[src/rtl/tsync_pkg.sv]
// Package: shared state encoding for the time sync health supervisor.
// Assumes the state codes are decoded by neighbours, so values are fixed.
package tsync_pkg;

    typedef enum logic [1:0] {
        ST_LOCKED = 2'd0,
        ST_HOLD   = 2'd1,
        ST_DERATE = 2'd2,
        ST_STOP   = 2'd3
    } tsync_state_e;

endpackage

[src/rtl/tsync_meas_check.sv]
// Module: tsync_meas_check
// Registers a limit verdict for each strobed measurement. The absolute offset
// is formed one bit wider, so the most negative value does not overflow.
// It assumes meas_valid is a one-cycle strobe, and it keeps a latched copy of
// the most recent verdict.
module tsync_meas_check #(
    parameter int OFS_W = 32,
    parameter int DLY_W = 32
) (
    input  logic                    clk,
    input  logic                    rst_n,
    input  logic                    meas_valid,
    input  logic signed [OFS_W-1:0] meas_offset,
    input  logic        [DLY_W-1:0] meas_delay,
    input  logic        [OFS_W-1:0] lim_offset,
    input  logic        [DLY_W-1:0] lim_delay,
    output logic                    chk_valid,
    output logic                    chk_ok,
    output logic                    meas_bad
);

    localparam int MAG_W = OFS_W + 1;

    logic [MAG_W-1:0] ofs_mag;
    logic             in_limit;

    // Absolute value of the offset and the combined limit verdict.
    always_comb begin
        if (meas_offset[OFS_W-1]) begin
            ofs_mag = {1'b0, ~meas_offset} + {{OFS_W{1'b0}}, 1'b1};
        end else begin
            ofs_mag = {1'b0, meas_offset};
        end
        in_limit = (ofs_mag <= {1'b0, lim_offset}) && (meas_delay <= lim_delay);
    end

    // Register the verdict and the latched last-measurement status.
    always_ff @(posedge clk) begin
        if (!rst_n) begin
            chk_valid <= 1'b0;
            chk_ok    <= 1'b0;
            meas_bad  <= 1'b0;
        end else begin
            chk_valid <= meas_valid;
            chk_ok    <= meas_valid & in_limit;
            if (meas_valid) begin
                meas_bad <= ~in_limit;
            end
        end
    end

endmodule

[src/rtl/tsync_chan_mon.sv]
// Module: tsync_chan_mon
// Holds one registered fault flag per clock channel (signal lost or PLL
// unlocked) and reduces the flags to "any" and "all" summaries. The inputs
// are assumed to be already synchronised to clk.
module tsync_chan_mon #(
    parameter int NCH = 4
) (
    input  logic           clk,
    input  logic           rst_n,
    input  logic [NCH-1:0] clk_los,
    input  logic [NCH-1:0] pll_lock,
    output logic [NCH-1:0] chan_bad,
    output logic           any_bad,
    output logic           all_bad
);

    for (genvar i = 0; i < NCH; i++) begin : g_chan
        // Per-channel fault register.
        always_ff @(posedge clk) begin
            if (!rst_n) begin
                chan_bad[i] <= 1'b0;
            end else begin
                chan_bad[i] <= clk_los[i] | ~pll_lock[i];
            end
        end
    end

    // Summaries that separate a single-axis fault from a global one.
    always_comb begin
        any_bad = |chan_bad;
        all_bad = &chan_bad;
    end

endmodule

[src/rtl/tsync_fsm.sv]
// Module: tsync_fsm
// Degradation state machine with three counters. The window timer restarts on
// every state change. The good counter counts consecutive good measurements.
// The stable counter counts fault-free cycles spent in STOP. It assumes the
// limits and timeouts stay constant while a fault sequence runs.
module tsync_fsm
    import tsync_pkg::*;
#(
    parameter int CNT_W  = 24,
    parameter int GOOD_W = 8
) (
    input  logic              clk,
    input  logic              rst_n,
    input  logic              chk_valid,
    input  logic              chk_ok,
    input  logic              any_bad,
    input  logic [CNT_W-1:0]  hold_cycles,
    input  logic [CNT_W-1:0]  derate_cycles,
    input  logic [GOOD_W-1:0] good_needed,
    input  logic [CNT_W-1:0]  stable_cycles,
    input  logic              clear_stop,
    output tsync_state_e      state
);

    localparam int TW = CNT_W + 1;
    localparam int GW = GOOD_W + 1;

    tsync_state_e      state_nxt;
    tsync_state_e      after_fault;
    tsync_state_e      after_hold;
    logic [CNT_W-1:0]  timer;
    logic [GOOD_W-1:0] good_cnt;
    logic [CNT_W-1:0]  stable_cnt;
    logic              sync_loss;
    logic              fault;
    logic              good_meas;
    logic [GW-1:0]     need;
    logic              recovered;
    logic [TW-1:0]     timer_inc;
    logic              hold_expired;
    logic              derate_expired;
    logic              stable_ok;

    // Classify this cycle's events and evaluate every window.
    always_comb begin
        sync_loss      = chk_valid & ~chk_ok;
        fault          = sync_loss | any_bad;
        good_meas      = chk_valid & chk_ok & ~any_bad;
        need           = (good_needed == '0) ? {{GOOD_W{1'b0}}, 1'b1}
                                              : {1'b0, good_needed};
        recovered      = good_meas &&
                         (({1'b0, good_cnt} + {{GOOD_W{1'b0}}, 1'b1}) >= need);
        timer_inc      = {1'b0, timer} + {{CNT_W{1'b0}}, 1'b1};
        hold_expired   = timer_inc >= {1'b0, hold_cycles};
        derate_expired = timer_inc >= {1'b0, derate_cycles};
        stable_ok      = (stable_cnt >= stable_cycles) && !any_bad;
        after_hold     = (derate_cycles == '0) ? ST_STOP : ST_DERATE;
        after_fault    = (hold_cycles == '0) ? after_hold : ST_HOLD;
    end

    // Next-state selection. Recovery takes priority over a window expiry.
    always_comb begin
        state_nxt = state;
        case (state)
            ST_LOCKED: begin
                if (fault) state_nxt = after_fault;
            end
            ST_HOLD: begin
                if (recovered)         state_nxt = ST_LOCKED;
                else if (hold_expired) state_nxt = after_hold;
            end
            ST_DERATE: begin
                if (recovered)           state_nxt = ST_LOCKED;
                else if (derate_expired) state_nxt = ST_STOP;
            end
            ST_STOP: begin
                if (clear_stop && stable_ok) state_nxt = ST_LOCKED;
            end
            default: state_nxt = ST_STOP;
        endcase
    end

    // State register.
    always_ff @(posedge clk) begin
        if (!rst_n) state <= ST_LOCKED;
        else        state <= state_nxt;
    end

    // Window timer: restarts on each state change and saturates at its maximum.
    always_ff @(posedge clk) begin
        if (!rst_n || (state_nxt != state)) begin
            timer <= '0;
        end else if (timer != {CNT_W{1'b1}}) begin
            timer <= timer + 1'b1;
        end
    end

    // Consecutive good-measurement counter, active only while recovering.
    always_ff @(posedge clk) begin
        if (!rst_n || fault || (state == ST_LOCKED) || (state == ST_STOP)) begin
            good_cnt <= '0;
        end else if (good_meas && (good_cnt != {GOOD_W{1'b1}})) begin
            good_cnt <= good_cnt + 1'b1;
        end
    end

    // Fault-free cycle counter used to qualify a clear while in STOP.
    always_ff @(posedge clk) begin
        if (!rst_n || fault || (state != ST_STOP)) begin
            stable_cnt <= '0;
        end else if (stable_cnt != {CNT_W{1'b1}}) begin
            stable_cnt <= stable_cnt + 1'b1;
        end
    end

endmodule

[src/rtl/tsync_supervisor.sv]
// Module: tsync_supervisor (top)
// Joins the measurement limit check, the per-channel clock monitor and the
// degradation state machine, and decodes the state into request lines. It
// assumes all inputs are synchronous to clk.
module tsync_supervisor
    import tsync_pkg::*;
#(
    parameter int NCH    = 4,
    parameter int OFS_W  = 32,
    parameter int DLY_W  = 32,
    parameter int CNT_W  = 24,
    parameter int GOOD_W = 8
) (
    input  logic                    clk,
    input  logic                    rst_n,
    input  logic                    meas_valid,
    input  logic signed [OFS_W-1:0] meas_offset,
    input  logic        [DLY_W-1:0] meas_delay,
    input  logic        [OFS_W-1:0] lim_offset,
    input  logic        [DLY_W-1:0] lim_delay,
    input  logic        [NCH-1:0]   clk_los,
    input  logic        [NCH-1:0]   pll_lock,
    input  logic        [CNT_W-1:0] hold_cycles,
    input  logic        [CNT_W-1:0] derate_cycles,
    input  logic       [GOOD_W-1:0] good_needed,
    input  logic        [CNT_W-1:0] stable_cycles,
    input  logic                    clear_stop,
    output logic        [1:0]       state,
    output logic                    tq_degraded,
    output logic                    alarm,
    output logic                    derate_req,
    output logic                    stop_req,
    output logic                    ts_fault,
    output logic        [NCH-1:0]   chan_fault,
    output logic                    global_fault
);

    logic         chk_valid;
    logic         chk_ok;
    logic         meas_bad;
    logic         any_bad;
    logic         all_bad;
    tsync_state_e st;

    tsync_meas_check #(.OFS_W(OFS_W), .DLY_W(DLY_W)) u_meas (
        .clk        (clk),
        .rst_n      (rst_n),
        .meas_valid (meas_valid),
        .meas_offset(meas_offset),
        .meas_delay (meas_delay),
        .lim_offset (lim_offset),
        .lim_delay  (lim_delay),
        .chk_valid  (chk_valid),
        .chk_ok     (chk_ok),
        .meas_bad   (meas_bad)
    );

    tsync_chan_mon #(.NCH(NCH)) u_chan (
        .clk     (clk),
        .rst_n   (rst_n),
        .clk_los (clk_los),
        .pll_lock(pll_lock),
        .chan_bad(chan_fault),
        .any_bad (any_bad),
        .all_bad (all_bad)
    );

    tsync_fsm #(.CNT_W(CNT_W), .GOOD_W(GOOD_W)) u_fsm (
        .clk          (clk),
        .rst_n        (rst_n),
        .chk_valid    (chk_valid),
        .chk_ok       (chk_ok),
        .any_bad      (any_bad),
        .hold_cycles  (hold_cycles),
        .derate_cycles(derate_cycles),
        .good_needed  (good_needed),
        .stable_cycles(stable_cycles),
        .clear_stop   (clear_stop),
        .state        (st)
    );

    // Decode the state and the fault summaries into the output lines.
    always_comb begin
        state        = st;
        tq_degraded  = (st != ST_LOCKED);
        derate_req   = (st == ST_DERATE);
        stop_req     = (st == ST_STOP);
        alarm        = any_bad;
        ts_fault     = tq_degraded | any_bad;
        global_fault = all_bad | meas_bad;
    end

endmodule

[config.mk]
export PLATFORM = sky130hd
export DESIGN_NAME = tsync_supervisor
export DESIGN_NICKNAME = d
export VERILOG_FILES = /design/src/rtl/tsync_pkg.sv /design/src/rtl/tsync_meas_check.sv /design/src/rtl/tsync_chan_mon.sv /design/src/rtl/tsync_fsm.sv /design/src/rtl/tsync_supervisor.sv
export SDC_FILE = /design/constraint.sdc
export NUM_CORES = 1
export LEC_CHECK = 0
export BUFFER_PORTS_ARGS = -buffer_cell sky130_fd_sc_hd__buf_2
export CAP_MARGIN = 20
export CELL_PAD_IN_SITES_DETAIL_PLACEMENT = 1
export CELL_PAD_IN_SITES_GLOBAL_PLACEMENT = 1
export CORE_MARGIN = 2
export CORE_UTILIZATION = 38
export CTS_BUF_LIST = sky130_fd_sc_hd__clkbuf_4 sky130_fd_sc_hd__clkbuf_8
export CTS_CLUSTER_DIAMETER = 30
export CTS_CLUSTER_SIZE = 16
export DETAILED_ROUTE_END_ITERATION = 10
export PLACE_DENSITY_LB_ADDON = 0.1
export SETUP_SLACK_MARGIN = 0.4
export SYNTH_ARGS = -nofsm -noshare
export SYNTH_HDL_FRONTEND = slang
export SYNTH_SLANG_ARGS = --single-unit
[constraint.sdc]
create_clock -name clk -period 3.7 [get_ports clk]
set_input_delay 0.185 -clock clk [delete_from_list [all_inputs] [get_ports clk]]
set_output_delay 0.185 -clock clk [all_outputs]
set_load 0.01 [all_outputs]
=== Yosys cells after proc, flatten, opt, wreduce, memory -nomap -nowiden ===
Index checks and enable logic that the tools add are counted.

* Register bits: 65
* Input port bits: 220
* Output and inout bits: 12
* Word-level logic and storage cells: 80

* $add $sub $neg: 6
* Magnitude comparators: 6
* Equality and inequality tests: 8
* Muxes and demuxes: 11
* Bitwise operators: 19
* Reduce and logical (&&, ||, !) cells: 19

{| class="wikitable"
|+ Operators with widths
! operator !! number
|-
| $ge A25 B24 Y1 || 2
|-
| $add A24 B1 Y24 const B || 2
|-
| $logic_not A24 Y1 || 2
|-
| $ne A24 B24 Y1 const B || 2
|-
| $add A32 B1 Y33 const B || 1
|-
| $le A33 B32 Y1 || 1
|-
| $mux W33 || 1
|-
| $le A32 B32 Y1 || 1
|-
| $not A32 Y32 || 1
|-
| $add A24 B1 Y25 const B || 1
|-
| $ge A24 B24 Y1 || 1
|-
| $mux W2 || 7
|-
| $add A8 B1 Y9 const B || 1
|-
| $ge A9 B9 Y1 || 1
|-
| $add A8 B1 Y8 const B || 1
|-
| $logic_not A8 Y1 || 1
|-
| $mux W8 || 1
|-
| $ne A8 B8 Y1 const B || 1
|-
| $pmux W2 S4 || 1
|-
| $not A1 Y1 || 7
|-
| $or A1 B1 Y1 || 7
|-
| $logic_and A1 B1 Y1 || 5
|-
| $logic_or A1 B1 Y1 || 5
|-
| $and A1 B1 Y1 || 4
|-
| other kinds (10) || 12
|}

=== Longest topological paths before layout ===
Gate-level depths: netlist of the first run.

* Depth after elaboration: 8
* Gate-level depth with buffers: 17
* Mapped depth without buffers: 17

=== Hierarchy ===
A second synthesis of the first run with hierarchy kept.

* Cells, all modules: 992
* Area, all modules: 7571.0 um^2

{| class="wikitable"
|+ By module, submodules not included
! module !! instances !! cells each !! area each (um^2) !! seq. area each (um^2)
|-
| tsync_fsm || 1 || 648 || 4997.3 || 1161.1
|-
| tsync_meas_check || 1 || 325 || 2396.0 || 60.1
|-
| tsync_chan_mon || 1 || 14 || 142.6 || 80.1
|-
| tsync_supervisor || 1 || 5 || 35.0 || 0.0
|}

=== Worst setup path before layout of the first run ===
No wires, ideal clock.

* Kind: register -> register
* From: register u_fsm.timer[2]
* To: register u_fsm.timer[21]
* Setup time: 116 ps
* Data arrival time: 3245 ps
* Data required time: 3584 ps
* Path slack: 339 ps
* Cell stages (with the launch flop): 17
* Path buffers: 1
* Clock period less this slack: 3361 ps
* Path through: dfxtp_1 > and4_1 > and3_1 > and4_1 > and2_1 > nand4_1 > xnor2_1 > ha_1 > nand4_1 > nor4_1 > o221ai_1 > and4b_1 > a21oi_1 > a2111oi_4 > o211ai_4 > buf_6 > nor2_1

* Longest elaborated chain between the ends: 7
* Elaborated cells between the ends (all ways): 12
* Classes of those cells: add/sub (2); order compare (2); eq/ne (2); mux (5); reduce/logical (1)

{| class="wikitable"
|+ Ends and longest elaborated chain
! what !! RTL line !! source
|-
| start: declaration || tsync_fsm.sv:31 || <nowiki>logic [CNT_W-1:0] timer;</nowiki>
|-
| start signal: assignment || tsync_fsm.sv:94 || <nowiki>timer <= timer + 1'b1;</nowiki>
|-
| $add A24 B1 Y25 (*) || tsync_fsm.sv:53 || <nowiki>timer_inc = {1'b0, timer} + {{CNT_W{1'b0}}, 1'b1};</nowiki>
|-
| net u_fsm.timer_inc[19] || tsync_fsm.sv:39 || <nowiki>logic [TW-1:0] timer_inc;</nowiki>
|-
| $ge A25 B24 Y1 (on tied branches) || tsync_fsm.sv:55, tsync_fsm.sv:54 ||
|-
| $mux W2 (on tied branches) || tsync_fsm.sv:74, tsync_fsm.sv:70 ||
|-
| $mux W2 (on tied branches) || tsync_fsm.sv:73, tsync_fsm.sv:69 ||
|-
| $pmux W2 S4 (*) || tsync_fsm.sv:64 || <nowiki>case (state)</nowiki>
|-
| $ne A2 B2 Y1 (*) || tsync_fsm.sv:91 || <nowiki>if (!rst_n || (state_nxt != state)) begin</nowiki>
|-
| $logic_or A1 B1 Y1 (*) || tsync_fsm.sv:91 ||
|}

Mark *: on every way through the listed nets, which the timed path passes. The rest lies on a longest branch.
A chain may end at the register's enable or synchronous reset.

=== Worst setup path in the final report of the first run ===
* From: register u_fsm.timer[2]
* To: register u_fsm.timer[16]

The elaborated chain is that of the path after synthesis.

==> results_dict.tcl, run 1 <==
set metrics [dict create \
    die_w_um 143 \
    routed_wl_mm 26.0 \
    yosysMostFrequentCell "inv_1" \
    wl_met1_mm 11.5 \
    synth-simple-area-share_pct 24.4 \
    die_h_um 143 \
    start_util_pct 39.0 \
    dr.max_layer_used "met4" \
    synth_top_family_by_area "adder cells" \
    routed-wl-met2_mm 12.9 \
    antenna_found_initial 1 \
    muxShareOfSynthArea_pct 0.272 \
    slew_headroom_pct 51.8 \
    core_area_um2 18900 \
    ioPinCount 232 \
    final_nets 1659 \
    syn_avg_cell_area_um2 7.54 \
    synth_edf_count 0 \
    grt_pass1_vias 8352 \
    route.vias.total 8064 \
    grt-ovfl-total 0 \
    cap_violations 0 \
    synth_top_area_share_pct 25.1 \
    drive_gt1_share_pct 32.8 \
    rsz0062_at_grt "true" \
    grt_pass1_wl_mm 40.7 \
    multi_input_area_um2 5870 \
    path_clk_slew_ps 90 \
    cts_tree "done" \
    dieArea_um2 20500 \
    clock_skew_ps 16.9 \
    finalCriticalPeriod_ps 3730 \
    synth_top_cells_by_count "153 x inv_1, 148 x ha_1, 103 x nor2_1" \
    path_class "reg2reg" \
    num_rows 50 \
    powerDensity_nw_per_um2 195 \
    outcome "finished, violations left" \
    period_share_pct 101 \
    dpl.hpwl_mm 20.6 \
    wl_met3_mm 1.03 \
    dp_slack_ps -230 \
    clock_path_buffers 2 \
    setup_viol 4 \
    synthTopCellsByArea "ha_1 25%, dfxtp_1 18%, inv_1 7.8%" \
    instances_no_fill 1557 \
    cp_max_fo 6 \
    synth_compound_area_share_pct 14.2 \
    yosysWarnings 0 \
    synth_top_flop_cell "dfxtp_1" \
    critical_path_required_ps 4010 \
    yosys.area.top_type "ha_1" \
    fmax_ghz 0.268 \
    synth_seq_cells 65 \
    cts.sinks 65 \
    numCtsBuffers 9 \
    grt_max_degree 25 \
    violations "setup timing" \
    vias_per_cell 5.18 \
    hold_viol 0 \
    fin_setup_tns_ps -49.6 \
    crit_path_end_kind "register" \
    grtUsageTotal_pct 25.0 \
    critPathLaunchType "register" \
    setup_slack_ps -28.2 \
    synthXorXnorAreaFrac_pct 9.75 \
    wl_per_cell_um 16.7 \
    drc 0 \
    hold_ws_ps 38.5 \
    fill_cells 2422 \
    antenna_left 0 \
    numPlacedInstances 1516 \
    async_reset_ff_share_pct 0 \
    p_leak_nw 5.19 \
    synthAdderAreaFrac_pct 25.1 \
    netlist_instances 977 \
    clkLatencyLatePin_ps 370 \
    hold_class "in2reg" \
    root_buffer "clkbuf_8" \
    ys_seq_area_share_pct 17.7 \
    layout.area.seq_um2 1310 \
    vdd_drop_max_uv 146 \
    gp_congestion 0.841 \
    synth.cell_area_um2 7370 \
    syn_nets 1345 \
    synthToLayoutAreaGrowth_pct 38.3 \
    cts_max_level 3 \
    numPortBuffers 231 \
    dr.pass1.iters 4 \
    cp.arrival_ps 4040 \
    slew_violations 0 \
    initialDrtViolationCount 217 \
    worst_pin_slew_ps 719 \
    synthDistinctLibCells 64 \
]
[repair_timing]
action	in CTS	in global routing
endpoints found under the setup margin	28	28
gates cloned	2	1
setup buffers	12	7
hold buffers	2	0
gates resized for setup	54	54
hold endpoints to repair	2	0
pin swaps	21	25
[layout make-up]
cell class,count,share of cell area (%)
multi-input cells,748,57.6
inverters,153,5.64
repair buffers,314,18.6
diodes,1,0.0246
clock inverters,7,0.847
clock buffers,9,1.22
flip-flops and latches,65,12.9
well taps,260,3.19
[layer usage]
metal / vias up / GRT usage (%)
li1: 4041 / -
met1: 3807 / 31.0
met2: 177 / 44.3
met3: 39 / 4.26
met4: 0 / 7.59
met5: - / 0
[critical path, cell delays in order (launching register included)]
cell and delay [ps]:
dfxtp_2 340, and4_4 240, and2_4 160, nand4_1 180
buf_4 210, nor2_4 100, xor2_1 250, buf_4 200
ha_1 260, a21o_1 190, nand3_1 70, a21oi_1 90
and4b_2 340, a21oi_2 100, a2111oi_4 340, o211ai_4 150
buf_12 170, clkbuf_16 160, nor2_1 110
[worst paths after layout]
check        slack (ps)  cells after the start                   startpoint                             to
min                  40                      2                  pll_lock[2]  u_chan.chan_bad[2]$_SDFF_PN0_
min reg2reg         510                      2  u_fsm.timer[1]$_SDFFE_PP0P_    u_fsm.timer[1]$_SDFFE_PP0P_
max reg2reg         -30                     18  u_fsm.timer[2]$_SDFFE_PP0P_   u_fsm.timer[16]$_SDFFE_PP0P_
max                 -30                     18  u_fsm.timer[2]$_SDFFE_PP0P_   u_fsm.timer[16]$_SDFFE_PP0P_
[placed cells by master, fill, tap and decap left out, types with 5 or more instances in the layout]
master    count
nor4_2        5
nor2_4        9
nand2_1      61
nand4_1      38
a21oi_2       6
nor2_1       81
buf_2       229
nor2b_1       7
o21ai_0      38
nand2b_1      7
inv_1       153
a21o_1       13
dfxtp_1      55
nand3_1      41
clkbuf_8      9
dfxtp_2      10
nor2_2       13
ha_1        143
xor2_1       31
a21oi_1      57
xnor2_1      45
nor3_1       10
buf_4        74
or3_1         8
nor4_1       18
and4_1        5
[flip-flops by register name (all words and copies together) (netlist names)]
name / count
u_fsm.stable_cnt: 24
u_fsm.timer: 24
u_fsm.good_cnt: 8
u_chan.chan_bad: 4
u_fsm.state: 2
u_meas.chk_ok: 1
u_meas.chk_valid: 1
u_meas.meas_bad: 1
[kinds of logic (layout without fill, tap and decap cells)]
family                   count (synthesis)  count (layout)
buffers and inverters                  164             483
other                                    0               1
multiplexers                             2               2
flip-flops                              65              65
XOR/XNOR                                82              82
AND/OR/NAND/NOR                        350             350
adder cells (fa/ha/maj)                148             148
AO/OA/AOI/OAI                          166             166
[power by group]
group | internal, mW | leakage (nW) | switching, mW
clock | 0.325 | 0.104 | 0.341
sequential | 0.707 | 0.531 | 0.00803
combinational | 0.295 | 4.55 | 0.311
[stage by stage]
stage	utilization, %	cell area [um^2]	total power [mW]
final	53.9	10200	1.99
after global routing	53.9	10200	2.12
after CTS	52.4	9890	1.98
after detailed placement	49.0	9260	1.27
after global placement	49.0	9260	1.25
after floorplan	-	7380	1.02
Power figures use the tool's default switching activity.
==> run 2: changes to the inputs <==
- CELL_PAD_IN_SITES_DETAIL_PLACEMENT: 1 -> unset
- CELL_PAD_IN_SITES_GLOBAL_PLACEMENT: 1 -> unset
- CORE_UTILIZATION: 38 -> 54
- PLACE_DENSITY: unset -> 0.84
- PLACE_DENSITY_LB_ADDON: 0.1 -> unset
==> results_dict.tcl, run 2 (synthesis results as in run 1) <==
set metrics [dict create \
    worst_pin_slew_ps 689 \
    fmax_ghz 0.282 \
    final_common_cell "buf_2" \
    vias_per_cell 5.56 \
    numPortBuffers 231 \
    grt_max_degree 33 \
    gp_congestion 0.901 \
    dieArea_um2 14600 \
    p_leak_nw 4.87 \
    whs_endpoint "u_chan.chan_bad[0]$_SDFF_PN0_" \
    outcome "finished, final reports clean" \
    grt_pass1_vias 7691 \
    grt_pass1_wl_mm 33.6 \
    vdd_drop_max_uv 184 \
    antenna_left 0 \
    diodes 0 \
    setup_viol 0 \
    num_rows 42 \
    hold_viol 0 \
    route.vias.total 7901 \
    cts.sinks 65 \
    use_met1_pct 33.6 \
    slew_violations 0 \
    cp.arrival_ps 3780 \
    layout.area.seq_um2 1310 \
    fill_cells 1053 \
    path_class "reg2reg" \
    regToRegStartpoint "u_fsm.timer[5]$_SDFFE_PP0P_" \
    clkLatencyLatePin_ps 350 \
    reg.largest.list "u_fsm.stable_cnt (24), u_fsm.timer (24), u_fsm.good_cnt (8)" \
    initialDrtViolationCount 403 \
    worstReg2RegEnd "u_fsm.timer[9]$_SDFFE_PP0P_" \
    synthToLayoutAreaGrowth_pct 28.5 \
    multi_input_area_um2 5670 \
    root_buffer "clkbuf_8" \
    start_util_pct 55.4 \
    cap_violations 0 \
    hp-start "pll_lock[0]" \
    crit_path_end_kind "register" \
    drc 0 \
    cts_max_level 3 \
    cts_tree "done" \
    hold_depth 2 \
    finalCriticalPeriod_ps 3540 \
    die_h_um 121 \
    hold_ws_ps 18.8 \
    rsz0062_at_grt "true" \
    critical_path_required_ps 3940 \
    ioPinCount 232 \
    dr.pass1.iters 5 \
    reg2reg_depth 17 \
    clock_path_buffers 2 \
    powerDensity_nw_per_um2 201 \
    use_met2_pct 50.3 \
    numCtsBuffers 9 \
    grt-ovfl-total 0 \
    final_cell_mix "229 x buf_2, 153 x inv_1, 148 x ha_1, 92 x nor2_1, 61 x nand2_1" \
    grt_busiest_layer "met2" \
    use_met3_pct 4.01 \
    r2r_slack_ps 160 \
    cp_max_fo 6 \
    wl_per_cell_um 14.6 \
    dpl.hpwl_mm 16.8 \
    dp_slack_ps -29.6 \
    final_nets 1608 \
    antenna_found_initial 0 \
    die_w_um 121 \
    grtUsageTotal_pct 27.8 \
    setup_slack_ps 157 \
    period_share_pct 95.7 \
    drive_gt1_share_pct 27.8 \
    hold_class "in2reg" \
    slew_headroom_pct 53.5 \
    routed_wl_mm 20.8 \
    clock_skew_ps 16.9 \
    path_clk_slew_ps 80 \
    critPathLaunchType "register" \
    core_area_um2 13300 \
    power.total_mw 1.91 \
]
==> run 2: cell count changes in the layout (fill, tap and decap cells not counted), moves of 3 or more <==
cell	previous run	this run
nor2_4	9	6
ha_1	143	148
nor2_1	81	92
buf_4	74	26
dfxtp_2	10	6
o31ai_1	4	7
dfxtp_1	55	58
ha_4	4	0
nor2_2	13	5
==> run 2: power by group <==
part	switching, mW	total (mW)	internal, mW
Combinational	0.288	0.566	0.278
Sequential	0.00932	0.716	0.707
Clock	0.292	0.623	0.331
Total	0.590	1.91	1.32
==> run 2: worst max path at each step <==
stage	end	cells after the start	slack [ps]	startpoint
after floorplan	u_fsm.timer[21]$_SDFFE_PP0P_	16	410	u_fsm.timer[2]$_SDFFE_PP0P_
after global placement	u_meas.meas_bad$_SDFFE_PN0P_	17	90	meas_offset[3]
after detailed placement	u_meas.meas_bad$_SDFFE_PN0P_	17	-30	meas_offset[3]
after CTS	u_fsm.timer[18]$_SDFFE_PP0P_	18	280	u_fsm.timer[5]$_SDFFE_PP0P_
after global routing	u_fsm.timer[23]$_SDFFE_PP0P_	16	30	u_fsm.timer[6]$_SDFFE_PP0P_
final	u_fsm.timer[9]$_SDFFE_PP0P_	17	160	u_fsm.timer[5]$_SDFFE_PP0P_
==> run 2: area by class of cell <==
| type | count | share of cell area (%) |
|---|---|---|
| Clock buffer | 10 | 1.45 |
| Tap cell | 176 | 2.33 |
| Multi-Input combinational cell | 748 | 60.0 |
| Timing Repair Buffer | 263 | 15.6 |
| Sequential cell | 65 | 13.9 |
| Inverter | 153 | 6.07 |
| Clock inverter | 6 | 0.687 |
==> run 2: timing repair <==
item	CTS	global route
hold buffers	1	0
gates cloned	2	0
gates resized for setup	28	40
setup endpoints to repair	28	28
endpoints found under the hold margin	1	0
setup buffers	12	7
pin swaps	14	26
==> run 2: critical path: stages (launching register included) <==
cell	delay (ps)
dfxtp_2	340
and4_4	240
and3_4	190
and4_4	230
and2_4	150
nand4_1	180
xnor2_2	190
ha_1	310
nand4_1	150
nor4_2	210
o221ai_1	160
and4b_2	290
a21oi_4	190
nor2_4	50
o211ai_4	230
buf_12	150
buf_12	120
nor2_1	50
==> run 2: per-layer routing <==
layer  share of wire (%)  wire length, um  vias to the layer above
li1                    -                -                     3946
met1                  43             8830                     3645
met2                  49            10200                      264
met3                 5.7             1190                       46
met4                 2.6              538                        0
met5                   0                0                        -
==> run 2: metrics by stage <==
step | util [%] | std cells | instance area [um^2] | setup TNS, ps
final | 71.2 | 1421 | 9460 | 0
after global routing | 71.2 | 1421 | 9460 | 0
after CTS | 69.5 | 1414 | 9240 | 0
after detailed placement | 66.1 | 1383 | 8790 | -29.8
after global placement | 66.1 | 1383 | 8790 | 0
after floorplan | - | 977 | 7380 | 0
==> run 3: changes to the inputs <==
- PLACE_DENSITY: 0.84 -> 0.81
==> results_dict.tcl, run 3 (synthesis results as in run 1) <==
set metrics [dict create \
    critical_path_required_ps 3970 \
    violations "hold timing, setup timing" \
    slew_violations 0 \
    fin_util_pct 72.1 \
    fmax_ghz 0.270 \
    cts_tree "done" \
    drc 0 \
    die_w_um 121 \
    powerDensity_nw_per_um2 189 \
    numCtsBuffers 9 \
    antenna_left 0 \
    route.vias.total 8035 \
    reg.largest.list "u_fsm.stable_cnt (24), u_fsm.timer (24), u_fsm.good_cnt (8)" \
    path_clk_slew_ps 70 \
    dieArea_um2 14600 \
    wl_per_cell_um 15.4 \
    routed_wl_mm 22.2 \
    hold_viol 1 \
    worst_pin_slew_ps 768 \
    clock_path_buffers 2 \
    r2r_slack_ps -2 \
    grt_pass1_wl_mm 34.3 \
    synthToLayoutAreaGrowth_pct 30.1 \
    clock_skew_ps 9.21 \
    grt_pass1_vias 7649 \
    final_cell_area_um2 9580 \
    fin_setup_tns_ps -1.77 \
    root_buffer "clkbuf_8" \
    place_area_um2 8850 \
    antenna_found_initial 2 \
    ioPinCount 232 \
    drive_gt1_share_pct 28.7 \
    power.total_mw 1.81 \
    core_area_um2 13300 \
    final_common_cell "buf_2" \
    grt_max_degree 33 \
    rsz0062_at_grt "true" \
    vdd_drop_max_uv 190 \
    die_h_um 121 \
    setup_slack_ps -1.77 \
    grt-ovfl-total 0 \
    hold_class "in2reg" \
    start_util_pct 55.4 \
    instances_no_fill 1444 \
    cts.sinks 65 \
    critPathLaunchType "register" \
    numPlacedInstances 1393 \
    cts_max_level 3 \
    cts_hold_buf 0 \
    setup_viol 1 \
    period_share_pct 100 \
    crit_path_end_kind "register" \
    dp_slack_ps -81.7 \
    outcome "finished, violations left" \
    cp.arrival_ps 3980 \
    path_class "reg2reg" \
    num_rows 42 \
    initialDrtViolationCount 508 \
    vias_per_cell 5.56 \
    grtUsageTotal_pct 28.8 \
    dr.pass1.iters 5 \
    clkLatencyLatePin_ps 350 \
    final_nets 1630 \
    slew_headroom_pct 48.6 \
    cap_violations 0 \
    numPortBuffers 231 \
    final_cell_mix "231 x buf_2, 153 x inv_1, 147 x ha_1, 95 x nor2_1, 61 x nand2_1" \
    p_leak_nw 4.93 \
    cp_max_fo 6 \
    dpl.hpwl_mm 16.8 \
    hold_ws_ps -0.726 \
    gp_congestion 0.920 \
    finalCriticalPeriod_ps 3700 \
]
==> run 3: path summary, 6_finish.rpt <==
| kind | endpoint | start | cells after the start |
|---|---|---|---|
| worst min-delay path | u_chan.chan_bad[1]$_SDFF_PN0_ | pll_lock[1] | 2 |
| worst max-delay path | u_fsm.timer[18]$_SDFFE_PP0P_ | u_fsm.timer[5]$_SDFFE_PP0P_ | 19 |
| worst max register to register | u_fsm.timer[18]$_SDFFE_PP0P_ | u_fsm.timer[5]$_SDFFE_PP0P_ | 19 |
| worst min register to register | u_fsm.timer[1]$_SDFFE_PP0P_ | u_fsm.timer[1]$_SDFFE_PP0P_ | 2 |
==> run 3: final cells by class <==
| cell class | count | area, um^2 |
|---|---|---|
| well taps | 176 | 220 |
| clock buffers | 11 | 145 |
| clock inverters | 4 | 20.0 |
| inverters | 153 | 574 |
| fillers | 1038 | 3710 |
| diodes | 2 | 5.00 |
| multi-input cells | 749 | 5690 |
| flip-flops and latches | 65 | 1310 |
| repair buffers | 284 | 1610 |
==> run 3: repair_timing <==
item	4_1_cts	5_1_grt
gates resized for setup	14	45
buffers inserted	24	8
cloned	2	0
setup endpoints to repair	28	28
pin swaps	14	16
==> run 3: power breakdown <==
part           internal [mW]  total (mW)  switching, mW  leakage (nW)
logic                  0.271       0.562          0.292          4.31
clock network          0.260       0.531          0.271        0.0922
registers              0.707       0.715        0.00754         0.529
total                   1.24        1.81          0.570          4.93
==> run 3: layer usage <==
layer,track usage (%),share of wire [%]
met4,9.96,3.0
met1,36.5,43
met2,49.4,47
met5,0,0
met3,4.58,7.0
==> run 3: critical path, cell delays in order (launching register included) <==
cell       delay [ps]
dfxtp_2           320
and4_4            220
and3_4            190
and4_4            230
and2_4            160
nand2_1            70
xnor2_1           430
ha_1              340
nand4_1           160
buf_4             150
nor2_1             40
nand2_1            60
and4b_2           290
buf_6             110
a21oi_4            50
a2111oi_4         180
buf_4             200
o211ai_4          120
buf_16            160
nor2_1            130
